==> src/rtl/xlt_pkg.sv <==
package xlt_pkg;
    localparam int VA_W  = 32;
    localparam int OFF_W = 12;
    localparam int IDX_W = 10;
    localparam int PN_W  = VA_W - OFF_W;

    // page-table word bit positions
    localparam int PTE_EXIST = 0;
    localparam int PTE_RES   = 1;
    localparam int PTE_RD    = 2;
    localparam int PTE_WR    = 3;
    localparam int PTE_DIRTY = 4;

    typedef enum logic [1:0] {
        FLT_NONE = 2'd0,
        FLT_PAGE = 2'd1,
        FLT_PROT = 2'd2,
        FLT_RSVD = 2'd3
    } fault_e;

    typedef struct packed {
        logic            vld;
        logic            rd;
        logic            wr;
        logic            dirty;
        logic [PN_W-1:0] vpn;
        logic [PN_W-1:0] ppn;
    } tlb_ent_t;

    typedef enum logic [2:0] {
        ST_IDLE,
        ST_LOOKUP,
        ST_L1_RD,
        ST_L1_WT,
        ST_L2_RD,
        ST_L2_WT,
        ST_REFILL
    } xlt_state_e;
endpackage

==> src/rtl/xlt_pte_dec.sv <==
module xlt_pte_dec
    import xlt_pkg::*;
(
    input  logic [VA_W-1:0] pte,
    output logic            usable,
    output logic [PN_W-1:0] pn,
    output logic            rd,
    output logic            wr,
    output logic            dirty
);
    // a word points somewhere usable only when it exists and is in memory
    always_comb begin
        usable = pte[PTE_EXIST] & pte[PTE_RES];
        pn     = pte[VA_W-1:OFF_W];
        rd     = pte[PTE_RD];
        wr     = pte[PTE_WR];
        dirty  = pte[PTE_DIRTY];
    end
endmodule

==> src/rtl/xlt_perm.sv <==
module xlt_perm
    import xlt_pkg::*;
(
    input  logic   ent_rd,
    input  logic   ent_wr,
    input  logic   ent_dirty,
    input  logic   is_write,
    output fault_e flt,
    output logic   dirty_nxt
);
    always_comb begin
        flt = FLT_NONE;
        if (is_write && !ent_wr) begin
            flt = FLT_PROT;
        end else if (!is_write && !ent_rd) begin
            flt = FLT_PROT;
        end
        dirty_nxt = (flt == FLT_NONE) ? (ent_dirty | is_write) : 1'b0;
    end
endmodule

==> src/rtl/xlt_tlb.sv <==
module xlt_tlb
    import xlt_pkg::*;
#(
    parameter  int ENTRIES = 4,
    localparam int IW      = (ENTRIES > 1) ? $clog2(ENTRIES) : 1
) (
    input  logic            clk,
    input  logic            rst_n,
    input  logic            flush,
    input  logic [PN_W-1:0] lk_vpn,
    output logic            lk_hit,
    output logic [IW-1:0]   lk_idx,
    output tlb_ent_t        lk_ent,
    input  logic            fill_en,
    input  tlb_ent_t        fill_ent,
    input  logic            mark_en,
    input  logic [IW-1:0]   mark_idx
);
    tlb_ent_t          ents [ENTRIES];
    logic [ENTRIES-1:0] match;
    logic [IW-1:0]      rr_q;

    for (genvar g = 0; g < ENTRIES; g++) begin : g_cmp
        assign match[g] = ents[g].vld && (ents[g].vpn == lk_vpn);
    end

    always_comb begin
        lk_idx = '0;
        for (int i = ENTRIES - 1; i >= 0; i--) begin
            if (match[i]) lk_idx = IW'(i);
        end
        lk_hit = |match;
        lk_ent = ents[lk_idx];
    end

    always_ff @(posedge clk) begin
        if (!rst_n) begin
            for (int i = 0; i < ENTRIES; i++) ents[i] <= '0;
            rr_q <= '0;
        end else if (flush) begin
            for (int i = 0; i < ENTRIES; i++) ents[i].vld <= 1'b0;
        end else begin
            if (fill_en) begin
                ents[rr_q] <= fill_ent;
                rr_q <= (rr_q == IW'(ENTRIES - 1)) ? '0 : rr_q + 1'b1;
            end
            if (mark_en) begin
                ents[mark_idx].dirty <= 1'b1;
            end
        end
    end
endmodule

==> src/rtl/mmu_xlate.sv <==
module mmu_xlate
    import xlt_pkg::*;
#(
    parameter  int ENTRIES = 4,
    localparam int IW      = (ENTRIES > 1) ? $clog2(ENTRIES) : 1
) (
    input  logic            clk,
    input  logic            rst_n,
    input  logic            flush_i,
    input  logic [PN_W-1:0] root_ppn_i,
    input  logic            req_valid_i,
    output logic            req_ready_o,
    input  logic [VA_W-1:0] req_vaddr_i,
    input  logic            req_write_i,
    output logic            rsp_valid_o,
    output logic [VA_W-1:0] rsp_paddr_o,
    output logic [1:0]      rsp_fault_o,
    output logic            rsp_dirty_o,
    output logic            mem_req_o,
    output logic [VA_W-1:0] mem_addr_o,
    input  logic            mem_rvalid_i,
    input  logic [VA_W-1:0] mem_rdata_i
);
    xlt_state_e state_q, state_d;

    logic [VA_W-1:0] va_q;
    logic            wr_q;
    logic [PN_W-1:0] l1_pn_q;
    logic [PN_W-1:0] leaf_pn_q;
    logic            leaf_rd_q, leaf_wr_q, leaf_dirty_q;

    logic            rsp_valid_q;
    logic [VA_W-1:0] rsp_paddr_q;
    fault_e          rsp_fault_q;
    logic            rsp_dirty_q;

    logic            hit;
    logic [IW-1:0]   hit_idx;
    tlb_ent_t        hit_ent;
    tlb_ent_t        fill_ent;
    logic            fill_en, mark_en;

    logic            pte_ok, pte_rd, pte_wr, pte_dirty;
    logic [PN_W-1:0] pte_pn;

    fault_e          perm_flt;
    logic            perm_dirty;

    xlt_tlb #(.ENTRIES(ENTRIES)) tlb_i (
        .clk      (clk),
        .rst_n    (rst_n),
        .flush    (flush_i),
        .lk_vpn   (va_q[VA_W-1:OFF_W]),
        .lk_hit   (hit),
        .lk_idx   (hit_idx),
        .lk_ent   (hit_ent),
        .fill_en  (fill_en),
        .fill_ent (fill_ent),
        .mark_en  (mark_en),
        .mark_idx (hit_idx)
    );

    xlt_pte_dec pte_i (
        .pte    (mem_rdata_i),
        .usable (pte_ok),
        .pn     (pte_pn),
        .rd     (pte_rd),
        .wr     (pte_wr),
        .dirty  (pte_dirty)
    );

    xlt_perm perm_i (
        .ent_rd    (hit_ent.rd),
        .ent_wr    (hit_ent.wr),
        .ent_dirty (hit_ent.dirty),
        .is_write  (wr_q),
        .flt       (perm_flt),
        .dirty_nxt (perm_dirty)
    );

    // state register
    always_ff @(posedge clk) begin
        if (!rst_n) state_q <= ST_IDLE;
        else        state_q <= state_d;
    end

    // next state
    always_comb begin
        state_d = state_q;
        unique case (state_q)
            ST_IDLE:   if (req_valid_i) state_d = ST_LOOKUP;
            ST_LOOKUP: state_d = hit ? ST_IDLE : ST_L1_RD;
            ST_L1_RD:  state_d = ST_L1_WT;
            ST_L1_WT:  if (mem_rvalid_i) state_d = pte_ok ? ST_L2_RD : ST_IDLE;
            ST_L2_RD:  state_d = ST_L2_WT;
            ST_L2_WT:  if (mem_rvalid_i) state_d = pte_ok ? ST_REFILL : ST_IDLE;
            ST_REFILL: state_d = ST_LOOKUP;
            default:   state_d = ST_IDLE;
        endcase
    end

    // combinational outputs
    always_comb begin
        req_ready_o = (state_q == ST_IDLE);
        mem_req_o   = (state_q == ST_L1_RD) || (state_q == ST_L2_RD);
        mem_addr_o  = '0;
        if (state_q == ST_L1_RD) begin
            mem_addr_o = {root_ppn_i, va_q[VA_W-1:VA_W-IDX_W], 2'b00};
        end else if (state_q == ST_L2_RD) begin
            mem_addr_o = {l1_pn_q, va_q[VA_W-IDX_W-1:OFF_W], 2'b00};
        end
        fill_en      = (state_q == ST_REFILL);
        fill_ent.vld = 1'b1;
        fill_ent.rd  = leaf_rd_q;
        fill_ent.wr  = leaf_wr_q;
        fill_ent.dirty = leaf_dirty_q;
        fill_ent.vpn = va_q[VA_W-1:OFF_W];
        fill_ent.ppn = leaf_pn_q;
        mark_en = (state_q == ST_LOOKUP) && hit && wr_q &&
                  (perm_flt == FLT_NONE) && !hit_ent.dirty;
    end

    // datapath and registered response
    always_ff @(posedge clk) begin
        if (!rst_n) begin
            va_q         <= '0;
            wr_q         <= 1'b0;
            l1_pn_q      <= '0;
            leaf_pn_q    <= '0;
            leaf_rd_q    <= 1'b0;
            leaf_wr_q    <= 1'b0;
            leaf_dirty_q <= 1'b0;
            rsp_valid_q  <= 1'b0;
            rsp_paddr_q  <= '0;
            rsp_fault_q  <= FLT_NONE;
            rsp_dirty_q  <= 1'b0;
        end else begin
            rsp_valid_q <= 1'b0;
            unique case (state_q)
                ST_IDLE: begin
                    if (req_valid_i) begin
                        va_q <= req_vaddr_i;
                        wr_q <= req_write_i;
                    end
                end
                ST_LOOKUP: begin
                    if (hit) begin
                        rsp_valid_q <= 1'b1;
                        rsp_fault_q <= perm_flt;
                        rsp_dirty_q <= perm_dirty;
                        rsp_paddr_q <= (perm_flt == FLT_NONE) ?
                                       {hit_ent.ppn, va_q[OFF_W-1:0]} : '0;
                    end
                end
                ST_L1_WT: begin
                    if (mem_rvalid_i) begin
                        if (pte_ok) begin
                            l1_pn_q <= pte_pn;
                        end else begin
                            rsp_valid_q <= 1'b1;
                            rsp_fault_q <= FLT_PAGE;
                            rsp_paddr_q <= '0;
                            rsp_dirty_q <= 1'b0;
                        end
                    end
                end
                ST_L2_WT: begin
                    if (mem_rvalid_i) begin
                        if (pte_ok) begin
                            leaf_pn_q    <= pte_pn;
                            leaf_rd_q    <= pte_rd;
                            leaf_wr_q    <= pte_wr;
                            leaf_dirty_q <= pte_dirty;
                        end else begin
                            rsp_valid_q <= 1'b1;
                            rsp_fault_q <= FLT_PAGE;
                            rsp_paddr_q <= '0;
                            rsp_dirty_q <= 1'b0;
                        end
                    end
                end
                default: begin
                end
            endcase
        end
    end

    assign rsp_valid_o = rsp_valid_q;
    assign rsp_paddr_o = rsp_paddr_q;
    assign rsp_fault_o = rsp_fault_q;
    assign rsp_dirty_o = rsp_dirty_q;
endmodule

==> config.mk <==
export PLATFORM = sky130hd
export DESIGN_NAME = mmu_xlate
export DESIGN_NICKNAME = d
export VERILOG_FILES = /design/src/rtl/xlt_pkg.sv /design/src/rtl/xlt_pte_dec.sv /design/src/rtl/xlt_perm.sv /design/src/rtl/xlt_tlb.sv /design/src/rtl/mmu_xlate.sv
export SDC_FILE = /design/constraint.sdc
export NUM_CORES = 1
export LEC_CHECK = 0
export BUFFER_PORTS_ARGS = -buffer_cell sky130_fd_sc_hd__buf_2
export CAP_MARGIN = 20
export CORE_MARGIN = 3
export CORE_UTILIZATION = 44
export DETAILED_ROUTE_END_ITERATION = 8
export SLEW_MARGIN = 20
export SYNTH_ARGS = -nofsm -noshare
export SYNTH_HDL_FRONTEND = slang
export SYNTH_HIERARCHICAL = 1
export SYNTH_SLANG_ARGS = --single-unit
==> constraint.sdc <==
create_clock -name clk -period 7 [get_ports clk]
set_input_delay 1.05 -clock clk [delete_from_list [all_inputs] [get_ports clk]]
set_output_delay 1.05 -clock clk [all_outputs]
set_load 0.01 [all_outputs]
# Yosys cells after proc, flatten, opt, wreduce, memory -nomap -nowiden
# Memories as Yosys holds them, arrays and structs flattened.
# Cells that the tools add are included.
[word_totals]
register_bits = 117
ram_bits = 176
in_bits = 90
output_inout_bits = 70
elab_cells = 123
memories = 1
[mem_list]
columns = ["memory", "depth", "width", "read_ports", "rd_clocked_by_memory_dff", "write_ports", "line", "source"]
rows = [
  ["tlb_i.ents", 4, 44, 5, 0, 4, "xlt_tlb.sv:19", "tlb_ent_t ents [ENTRIES];"],
]
[classes]
add_sub_neg = 1
eq_ne = 17
mux = 56
n_bitwise = 7
n_reduce_logical = 28
[ops]
columns = ["op", "n"]
rows = [
  ["32-bit two-way mux", 6],
  ["44-bit two-way mux", 2],
  ["44-bit OR reduction", 2],
  ["20-bit equality test", 4],
  ["32-bit one-hot mux with 2 select lines", 1],
  ["2-bit two-way mux", 14],
  ["1-bit two-way mux", 23],
  ["3-bit one-hot mux with 7 select lines", 1],
  ["3-bit two-way mux", 6],
  ["1-bit logical AND", 10],
  ["2-bit != test, second input constant", 5],
  ["3-bit equality test, second input constant", 3],
  ["3-bit AND reduction", 3],
  ["3-bit by 2-bit equality test with 1-bit output, second input constant", 2],
  ["1-bit bitwise OR", 5],
  ["1-bit logical NOT", 4],
  ["1-bit one-hot mux with 2 select lines", 2],
  ["2-bit one-hot mux with 2 select lines", 1],
  ["2-bit AND reduction", 2],
  ["4-bit AND reduction", 1],
  ["4-bit OR reduction", 1],
  ["3-bit by 1-bit equality test with 1-bit output, second input constant", 1],
  ["3-bit logical NOT", 1],
  ["2-bit by 1-bit adder with 2-bit output, second input constant", 1],
  ["8 further kinds", 8],
]

# Depth between registers and ports, before layout
# Gate-level depths: netlist of run 1.
# An unclocked memory read counts as a cell.
[logic_depth]
depth_word = 21
ltp_mapped = 16
depth_no_buf = 13

# By module
# The synthesis of run 1 kept the hierarchy.
[modules_own_cells]
columns = ["mod", "n_inst", "cells_each", "area_per_inst_um2", "seq_area_each_um2"]
rows = [
  ["xlt_tlb", 1, 697, 9226.3, 5285.1],
  ["mmu_xlate", 1, 510, 4540.6, 2302.2],
  ["xlt_pte_dec", 1, 24, 178.9, 0.0],
  ["xlt_perm", 1, 5, 33.8, 0.0],
]

# Worst setup path after synthesis of run 1
# No wires, ideal clock.
[synth_timing]
path_type = "register -> register"
start = "reg va_q[28]"
end = "mem tlb_i/ents[0][40] in the netlist's numbering"
setup_time_ns = 0.059
t_arrival_ns = 3.003
required_ns = 6.941
slack_ns = 3.938
stages_incl_launch_ff = 15
path_buffers = 2
synth_period_minus_slack_ns = 3.062
cell_sequence = "dfxtp_1 -> xor2_1 -> nor4_1 -> nand4_1 -> nor4_4 -> buf_6 -> buf_2 -> nand3b_1 -> nor3b_1 -> nand2_1 -> nor4_1 -> nand2_1 -> nor3_1 -> a31oi_1 -> nand2_1"
[synth_lines]
columns = ["element", "line", "source"]
rows = [
  ["from (decl)", "mmu_xlate.sv:26", "logic [VA_W-1:0] va_q;"],
  ["from (signal assigned)", "mmu_xlate.sv:142", "va_q <= req_vaddr_i;"],
  ["to (decl)", "xlt_tlb.sv:19", ""],
]

==> results of run 1 <==
==> area by class of cell <==
cell class | instances | area [um2] | area share (%)
sequential | 293 | 7587 | 50.12
multi-input combinational | 753 | 5082 | 33.58
clock buffer | 49 | 1021 | 6.745
timing repair buffer | 168 | 885.9 | 5.852
tap | 390 | 488.0 | 3.224
clock inverter | 6 | 57.56 | 0.3802
inverter | 4 | 15.01 | 0.09919
==> per-layer routing <==
layer / vias up / part of all wire (%) / global-route usage (%)
met5: - / 0.041 / 0
met4: 2 / 1.9 / 3.869
li1: 4328 / - / -
met3: 47 / 5.8 / 2.564
met1: 4375 / 48 / 28.45
met2: 278 / 44 / 30.60
==> how the worst min path moves through the flow <==
stage	start	end	slack [ns]	depth (start not counted)
2_1_floorplan	va_q[0]$_SDFFE_PN0P_	va_q[0]$_SDFFE_PN0P_	0.44	2
3_3_place_gp	va_q[10]$_SDFFE_PN0P_	va_q[10]$_SDFFE_PN0P_	0.44	2
3_5_place_dp	va_q[1]$_SDFFE_PN0P_	va_q[1]$_SDFFE_PN0P_	0.45	2
4_1_cts	va_q[1]$_SDFFE_PN0P_	va_q[1]$_SDFFE_PN0P_	0.46	2
5_1_grt	va_q[3]$_SDFFE_PN0P_	va_q[3]$_SDFFE_PN0P_	0.47	2
6_report	va_q[3]$_SDFFE_PN0P_	va_q[3]$_SDFFE_PN0P_	0.45	2
==> through the flow <==
step	worst slack (ns)	area [um2]	hold WS [ns]	power, mW
global placement	2.529	14060	0.4423	2.161
detailed placement	2.492	14060	0.4467	2.165
global route	2.214	15140	0.4714	3.940
floorplan	3.990	13360	0.4366	2.088
CTS	2.437	15140	0.4554	3.849
finish	2.552	15140	0.4540	3.816
==> power by group <==
part	switching, mW	total [mW]	internal (mW)
clock network	0.659	1.69	1.03
registers	0.0523	1.92	1.87
logic	0.126	0.207	0.0809
total	0.838	3.82	2.98
==> worst max-delay path, stage by stage (launching register included) <==
cell	delay, ns
dfxtp_1	0.73
xnor2_1	0.19
nand4_1	0.22
nor4_4	0.28
nand3_4	0.43
a31oi_4	0.29
buf_4	0.41
a2bb2oi_2	0.18
nor2b_2	0.18
a21oi_1	0.11
nor4_4	0.69
buf_4	0.42
a22o_1	0.20
==> flip-flops by register name, indices dropped and copies added, names as in the netlist <==
name	count
leaf_rd_q	1
leaf_pn_q	20
leaf_dirty_q	1
rsp_paddr_o	32
leaf_wr_q	1
tlb_i/rr_q	2
rsp_valid_o	1
wr_q	1
rsp_fault_o	2
va_q	32
tlb_i/ents	176
l1_pn_q	20
rsp_dirty_o	1
state_q	3
==> summary.txt, run 1 <==
drt pass-1 iters: 5
Worst Setup EP: rsp_paddr_o[24]$_SDFFE_PN0P_
endpoints failing hold: 0
worst hold path class: flip-flop to flip-flop
diode count: 0
cts bufs inserted: 30
fin cells: 1663
Initial Util: 44.79%
Setup CP Type: flip-flop to flip-flop
Layout Utilization: 50.80%
syn_area_per_cell: 11.42 um2
port buffer count: 150
Final Max Tran Viols: 0
maximum vdd drop: 0.1717 mV
Area Overhead vs Synth: 13.43%
most frequent cells in the layout: and2_1 (176), edfxtp_1 (172), buf_2 (150), dfxtp_1 (121), a21oi_1 (108)
Syn. warnings: 6
crit start category: flip-flop
die area: 0.03246 mm2
max_cap viols: 0
clock skew: 0.01300 ns
setup_tns: 0 ns
clock latency on the worst-skew pair: 0.55 ns
largest net degree at the start of global routing: 60
fillers: 2702
Clock Tree Root: clkbuf_16
CTS Hold Bufs: 0
synthesized netlist cell count: 1169
r2r endpoint: rsp_paddr_o[24]$_SDFFE_PN0P_
status: completed
r2r setup slk: 2.55 ns
worst setup path startpoint: va_q[23]$_SDFFE_PN0P_
Avg WL per Cell: 19.30 um
Detail Route Antenna Nets: 0
Mapped Area: 0.01335 mm2
H-Tree Depth: 1
Chip Height: 180.2 um
most common cell after layout, fill and taps aside: and2_1
num rows: 63
DRC: 0
Worst slew margin: 38.58%
Leak: 5.842 nW
Routed WL: 32.10 mm
Iteration-0 DRC Markers: 512
first-pass GRT wire length: 50.60 mm
Worst-path clk slew: 0.06 ns
initial antenna violation count: 1
I/O pin total: 160
Post-CTS Setup Inserts: 0
Core ar.: 0.02980 mm2
number of global-route vias before repair: 8904
Crit Reg-Reg Startpoint: va_q[23]$_SDFFE_PN0P_
GRT overflow: 0
FMAX: 224.8 MHz
Critical Path AT: 4.93 ns
Clock Path Buffers: 3
fraction of final layout cells sized beyond drive strength 1: 21.45%
part of the cycle the worst path needs: 63.55%
DR vias/cell: 5.430
CTS tree: done
DIE WIDTH: 180.2 um
Worst EP required: 7.48 ns
Tightest Pin Transition: 0.9213 ns
clock sink total: 293
crit-path max FO: 25
reg2reg path depth: 12
Overall Global Routing Usage: 19.22%
post-CTS resize count: 0
routed vias: 9030
Detail Placement HPWL: 19.44 mm
nets: 1344
minimum clock period: 4.448 ns
routability cong.: 0.7603
CP endpoint kind: flip-flop
Cells after DPL: 1608
RSZ-0062 raised after global routing: no
final setup violation count: 0
Power Density: 252.1 mW/mm2
Power figures use the tool's default switching activity.
==> inputs of run 2 (changes only) <==
Settings changed: PLACE_DENSITY from default to 0.65.
Clock period 7 ns to 3.96 ns, I/O delays scaled along.
==> summary.txt, run 2 (synthesized netlist as in run 1, its figures left out) <==
Setup CP Type: flip-flop to flip-flop
crit-path max FO: 10
pre-CTS setup slack: 0.4148 ns
setup_tns: 0 ns
most frequent cells in the layout: and2_1 (176), edfxtp_1 (172), buf_2 (150), dfxtp_1 (121), a21oi_1 (108)
Initial Util: 44.79%
Comb power frac: 6.2%
CP Buf/Inv Count: 0
DRC: 0
post-CTS resize count: 0
clock skew: 0.008640 ns
minimum clock period: 3.593 ns
FMAX: 278.3 MHz
CP max-delay cell: dfxtp_1
Worst EP required: 4.44 ns
diode count: 0
power share of the sequential group: 50.8%
part of the cycle the worst path needs: 90.74%
clock latency on the worst-skew pair: 0.54 ns
Chip Height: 180.2 um
Crit Reg-Reg Startpoint: va_q[16]$_SDFFE_PN0P_
status: completed
Detail Placement HPWL: 20.38 mm
Clock Path Buffers: 3
Worst-path clk slew: 0.07 ns
GRT overflow: 0
Overall Global Routing Usage: 19.10%
fraction of final layout cells sized beyond drive strength 1: 22.65%
cts bufs inserted: 29
max reg flops: 176
DR vias/cell: 5.377
Tightest Pin Transition: 1.032 ns
worst hold stages: 3
Leak: 5.956 nW
routability cong.: 0.7946
RSZ-0062 raised after global routing: no
Stages on worst setup path: 13
Iteration-0 DRC Markers: 683
Routed WL: 32.04 mm
Detail Route Antenna Nets: 0
Final Max Tran Viols: 0
CTS Hold Bufs: 0
maximum vdd drop: 0.2977 mV
num rows: 63
Critical Path AT: 4.08 ns
die area: 0.03246 mm2
crit path cell chain: xnor2_1 -> nand4_1 -> nor4_4 -> a311o_1 -> o221ai_1 -> a2bb2oi_2 -> nor2b_2 -> a21oi_1 -> nor4_1 -> nand2_1 -> nor3_1 -> a31oi_1 -> nand2_1
CTS tree: done
Power Internal: 5.171 mW
final worst slack: 0.3666 ns
fillers: 2679
most common cell after layout, fill and taps aside: and2_1
max_cap viols: 0
switching share of total power: 22.07%
Core ar.: 0.02980 mm2
Reg with most FFs: tlb_i/ents
worst setup path startpoint: va_q[16]$_SDFFE_PN0P_
endpoints failing hold: 0
reg2reg path depth: 13
CP endpoint kind: flip-flop
port buffer count: 150
Power Density: 434.1 mW/mm2
critical path's top delay family: simple AND/OR/NAND/NOR gates
nets: 1370
worst hold path class: input pin to flip-flop
largest net degree at the start of global routing: 45
Post-CTS Setup Inserts: 0
CP most frequent cell: nand2_1
Worst path max stage delay: 0.63 ns
number of global-route vias before repair: 8929
drt pass-1 iters: 5
Area Overhead vs Synth: 14.54%
clock sink total: 293
initial antenna violation count: 0
crit start category: flip-flop
first-pass GRT wire length: 50.44 mm
I/O pin total: 160
Hold Startpoint: req_vaddr_i[3]
Worst slew margin: 30.89%
H-Tree Depth: 1
Avg WL per Cell: 18.98 um
Clock Tree Root: clkbuf_16
DIE WIDTH: 180.2 um
clock share of power: 43.0%
Net Sw Power: 1.465 mW
routed vias: 9076
final setup violation count: 0
run 2: cell types whose count changed in the layout (fill, tap and decap cells not counted), moves of 2 or more:
cell,change
buf_12,+2
buf_4,+25
bufinv_16,+2
clkbuf_16,-3
clkbuf_2,-2
clkbuf_8,-6
clkinv_2,+6
nand2_1,+2
nand2_2,-2
run 2: cell type report:
type,instances,area (um2),share of cell area (%)
Clock buffer,38,853.3,5.582
Clock inverter,15,152.6,0.9986
Inverter,4,15.01,0.09822
Multi-Input combinational cell,753,5076,33.21
Sequential cell,293,7587,49.64
Tap cell,390,488.0,3.192
Timing Repair Buffer,195,1114,7.285
run 2: worst reg2reg max path: cells and delay by family, from the launching register on:
family / cells / cell delay [ns]
compound gates: 5 / 1.08
flops: 1 / 0.63
simple gates: 7 / 1.66
xor+xnor: 1 / 0.19
run 2: worst paths after layout:
path	endpoint	slack, ns
min reg2reg	va_q[3]$_SDFFE_PN0P_	0.45
max	tlb_i/ents[0][40]$_DFF_P_	0.37
max reg2reg	tlb_i/ents[0][40]$_DFF_P_	0.37
min	va_q[3]$_SDFFE_PN0P_	0.29
run 2: per-stage QoR:
stage	utilization (%)	hold slack, ns	total power [mW]	instance area, um2	instances
after CTS	51.30	0.2710	6.694	15290	1688
after global placement	47.93	0.4433	3.842	14280	1635
after floorplan	-	0.4366	3.691	13360	1173
final	51.30	0.2925	6.636	15290	1688
after detailed placement	47.93	0.4473	3.847	14280	1635
after global routing	51.30	0.2847	6.858	15290	1688
run 2: power groups by stage:
stage | logic, mW | clock network [mW] | registers (mW)
after global placement | 0.407 | 0 | 3.43
after CTS | 0.412 | 2.91 | 3.37
after detailed placement | 0.409 | 0 | 3.44
after floorplan | 0.267 | 0 | 3.42
after global routing | 0.447 | 3.03 | 3.38
final | 0.409 | 2.85 | 3.37
run 2: routing by layer:
metal | global-route usage (%) | part of all wire (%) | up-vias
li1 | - | - | 4379
met1 | 28.46 | 48 | 4401
met2 | 30.32 | 45 | 262
met3 | 2.604 | 5.3 | 34
met4 | 3.439 | 1.3 | 0
met5 | 0 | 0 | -
==> inputs of run 3 (changes only) <==
Settings changed: CORE_UTILIZATION 44 to 53, PLACE_DENSITY 0.65 to 0.76.
==> summary.txt, run 3 (synthesized netlist as in run 1, its figures left out) <==
Tightest Pin Transition: 0.8739 ns
diode count: 0
minimum clock period: 3.508 ns
Critical Path AT: 3.99 ns
power share of the sequential group: 53.4%
RSZ-0062 raised after global routing: no
crit-path max FO: 10
Layout Utilization: 61.35%
num rows: 57
max reg flops: 176
Avg WL per Cell: 19.81 um
post-CTS resize count: 0
first-pass GRT wire length: 50.63 mm
Worst Setup EP: tlb_i/ents[0][40]$_DFF_P_
most frequent cells in the layout: and2_1 (176), edfxtp_1 (172), buf_2 (150), dfxtp_1 (121), a21oi_1 (108)
Routed WL: 32.08 mm
Comb power frac: 6.4%
Worst EP required: 4.44 ns
maximum vdd drop: 0.3027 mV
routability cong.: 0.8078
port buffer count: 150
CTS Hold Bufs: 0
Net Sw Power: 1.434 mW
Detail Route Antenna Nets: 0
Power Density: 420.5 mW/mm2
initial antenna violation count: 0
Iteration-0 DRC Markers: 769
clock share of power: 40.2%
Initial Util: 54.40%
Final Max Tran Viols: 0
endpoints failing hold: 0
crit start category: flip-flop
Reg with most FFs: tlb_i/ents
Leak: 5.874 nW
Core ar.: 0.02453 mm2
worst setup path startpoint: va_q[16]$_SDFFE_PN0P_
most common cell after layout, fill and taps aside: and2_1
Overall Global Routing Usage: 23.63%
die area: 0.02712 mm2
Setup CP Type: flip-flop to flip-flop
part of the cycle the worst path needs: 88.60%
Register Area: 0.007587 mm2
fillers: 1974
Post-CTS Setup Inserts: 0
clock latency on the worst-skew pair: 0.55 ns
nets: 1367
H-Tree Depth: 1
worst hold path class: input pin to flip-flop
setup_tns: 0 ns
Clock Tree Root: clkbuf_16
cts bufs inserted: 28
largest net degree at the start of global routing: 45
CTS tree: done
r2r endpoint: tlb_i/ents[0][40]$_DFF_P_
fraction of final layout cells sized beyond drive strength 1: 21.85%
Clock Path Buffers: 3
drt pass-1 iters: 5
GRT overflow: 0
reg2reg path depth: 13
switching share of total power: 22.66%
Power Internal: 4.895 mW
Crit Reg-Reg Startpoint: va_q[16]$_SDFFE_PN0P_
status: completed
Chip Height: 164.7 um
DIE WIDTH: 164.7 um
number of global-route vias before repair: 9136
clock skew: 0.01542 ns
max_cap viols: 0
r2r setup slk: 0.45 ns
Worst slew margin: 41.74%
DR vias/cell: 5.761
Area Overhead vs Synth: 12.79%
Worst-path clk slew: 0.06 ns
CP endpoint kind: flip-flop
final setup violation count: 0
FMAX: 285.0 MHz
clock sink total: 293
I/O pin total: 160
area of the multi-input gates: 0.005074 mm2
DRC: 0
routed vias: 9327
Detail Placement HPWL: 20.17 mm
-- run 3: changes by cell type in the layout (fill, tap and decap cells not counted), sizes merged --
cell / delta
clkbuf: +1
bufinv: -2
buf: -2
-- run 3: cell type report --
class                   count  share of cell area, %
inverters                   4                0.09975
clock inverters            13                 0.6401
repair buffers            193                  7.298
clock buffers              39                  5.154
multi-input cells         753                  33.71
flip-flops and latches    293                  50.41
well taps                 324                  2.693
-- run 3: routing by layer --
metal | share of wire, % | track usage (%)
met4 | 1.8 | 6.405
met2 | 46 | 36.96
met1 | 44 | 34.52
met3 | 8.7 | 3.637
met5 | 0 | 0
-- run 3: how the worst min path moves through the flow --
stage | start | end | slack, ns | cells past startpoint
CTS | req_vaddr_i[0] | va_q[0]$_SDFFE_PN0P_ | 0.28 | 3
finish | req_vaddr_i[0] | va_q[0]$_SDFFE_PN0P_ | 0.29 | 3
global route | req_vaddr_i[26] | va_q[26]$_SDFFE_PN0P_ | 0.30 | 3
floorplan | va_q[0]$_SDFFE_PN0P_ | va_q[0]$_SDFFE_PN0P_ | 0.44 | 2
detailed placement | va_q[3]$_SDFFE_PN0P_ | va_q[3]$_SDFFE_PN0P_ | 0.45 | 2
global placement | va_q[5]$_SDFFE_PN0P_ | va_q[5]$_SDFFE_PN0P_ | 0.44 | 2
-- run 3: per-stage QoR --
| step | hold slack [ns] | std cells | total power, mW | setup slack [ns] | cell area (um2) |
|---|---|---|---|---|---|
| global route | 0.2965 | 1619 | 6.531 | 0.1930 | 15050 |
| global placement | 0.4415 | 1567 | 3.837 | 0.6381 | 14180 |
| finish | 0.2908 | 1619 | 6.329 | 0.4516 | 15050 |
| floorplan | 0.4366 | 1173 | 3.691 | 0.9497 | 13360 |
| detailed placement | 0.4491 | 1567 | 3.849 | 0.5977 | 14180 |
| CTS | 0.2782 | 1619 | 6.360 | 0.4709 | 15050 |
-- run 3: power groups by stage --
stage | combinational (mW) | clock [mW] | sequential [mW]
floorplan | 0.267 | 0 | 3.42
global placement | 0.401 | 0 | 3.44
detailed placement | 0.406 | 0 | 3.44
CTS | 0.409 | 2.57 | 3.38
global route | 0.448 | 2.70 | 3.39
finish | 0.408 | 2.54 | 3.38
-- run 3: critical path, stage by stage (launching register included) --
cell and delay, ns:
dfxtp_1 0.62, xor2_1 0.13, nor4_1 0.29, nand4_1 0.22, nor4_4 0.59, a21oi_1 0.13, a2bb2oi_2 0.19, nor2b_2 0.18
a21oi_1 0.12, nor4_1 0.55, nand2_1 0.13, nor3_1 0.15, a31oi_1 0.07, nand2_1 0.08
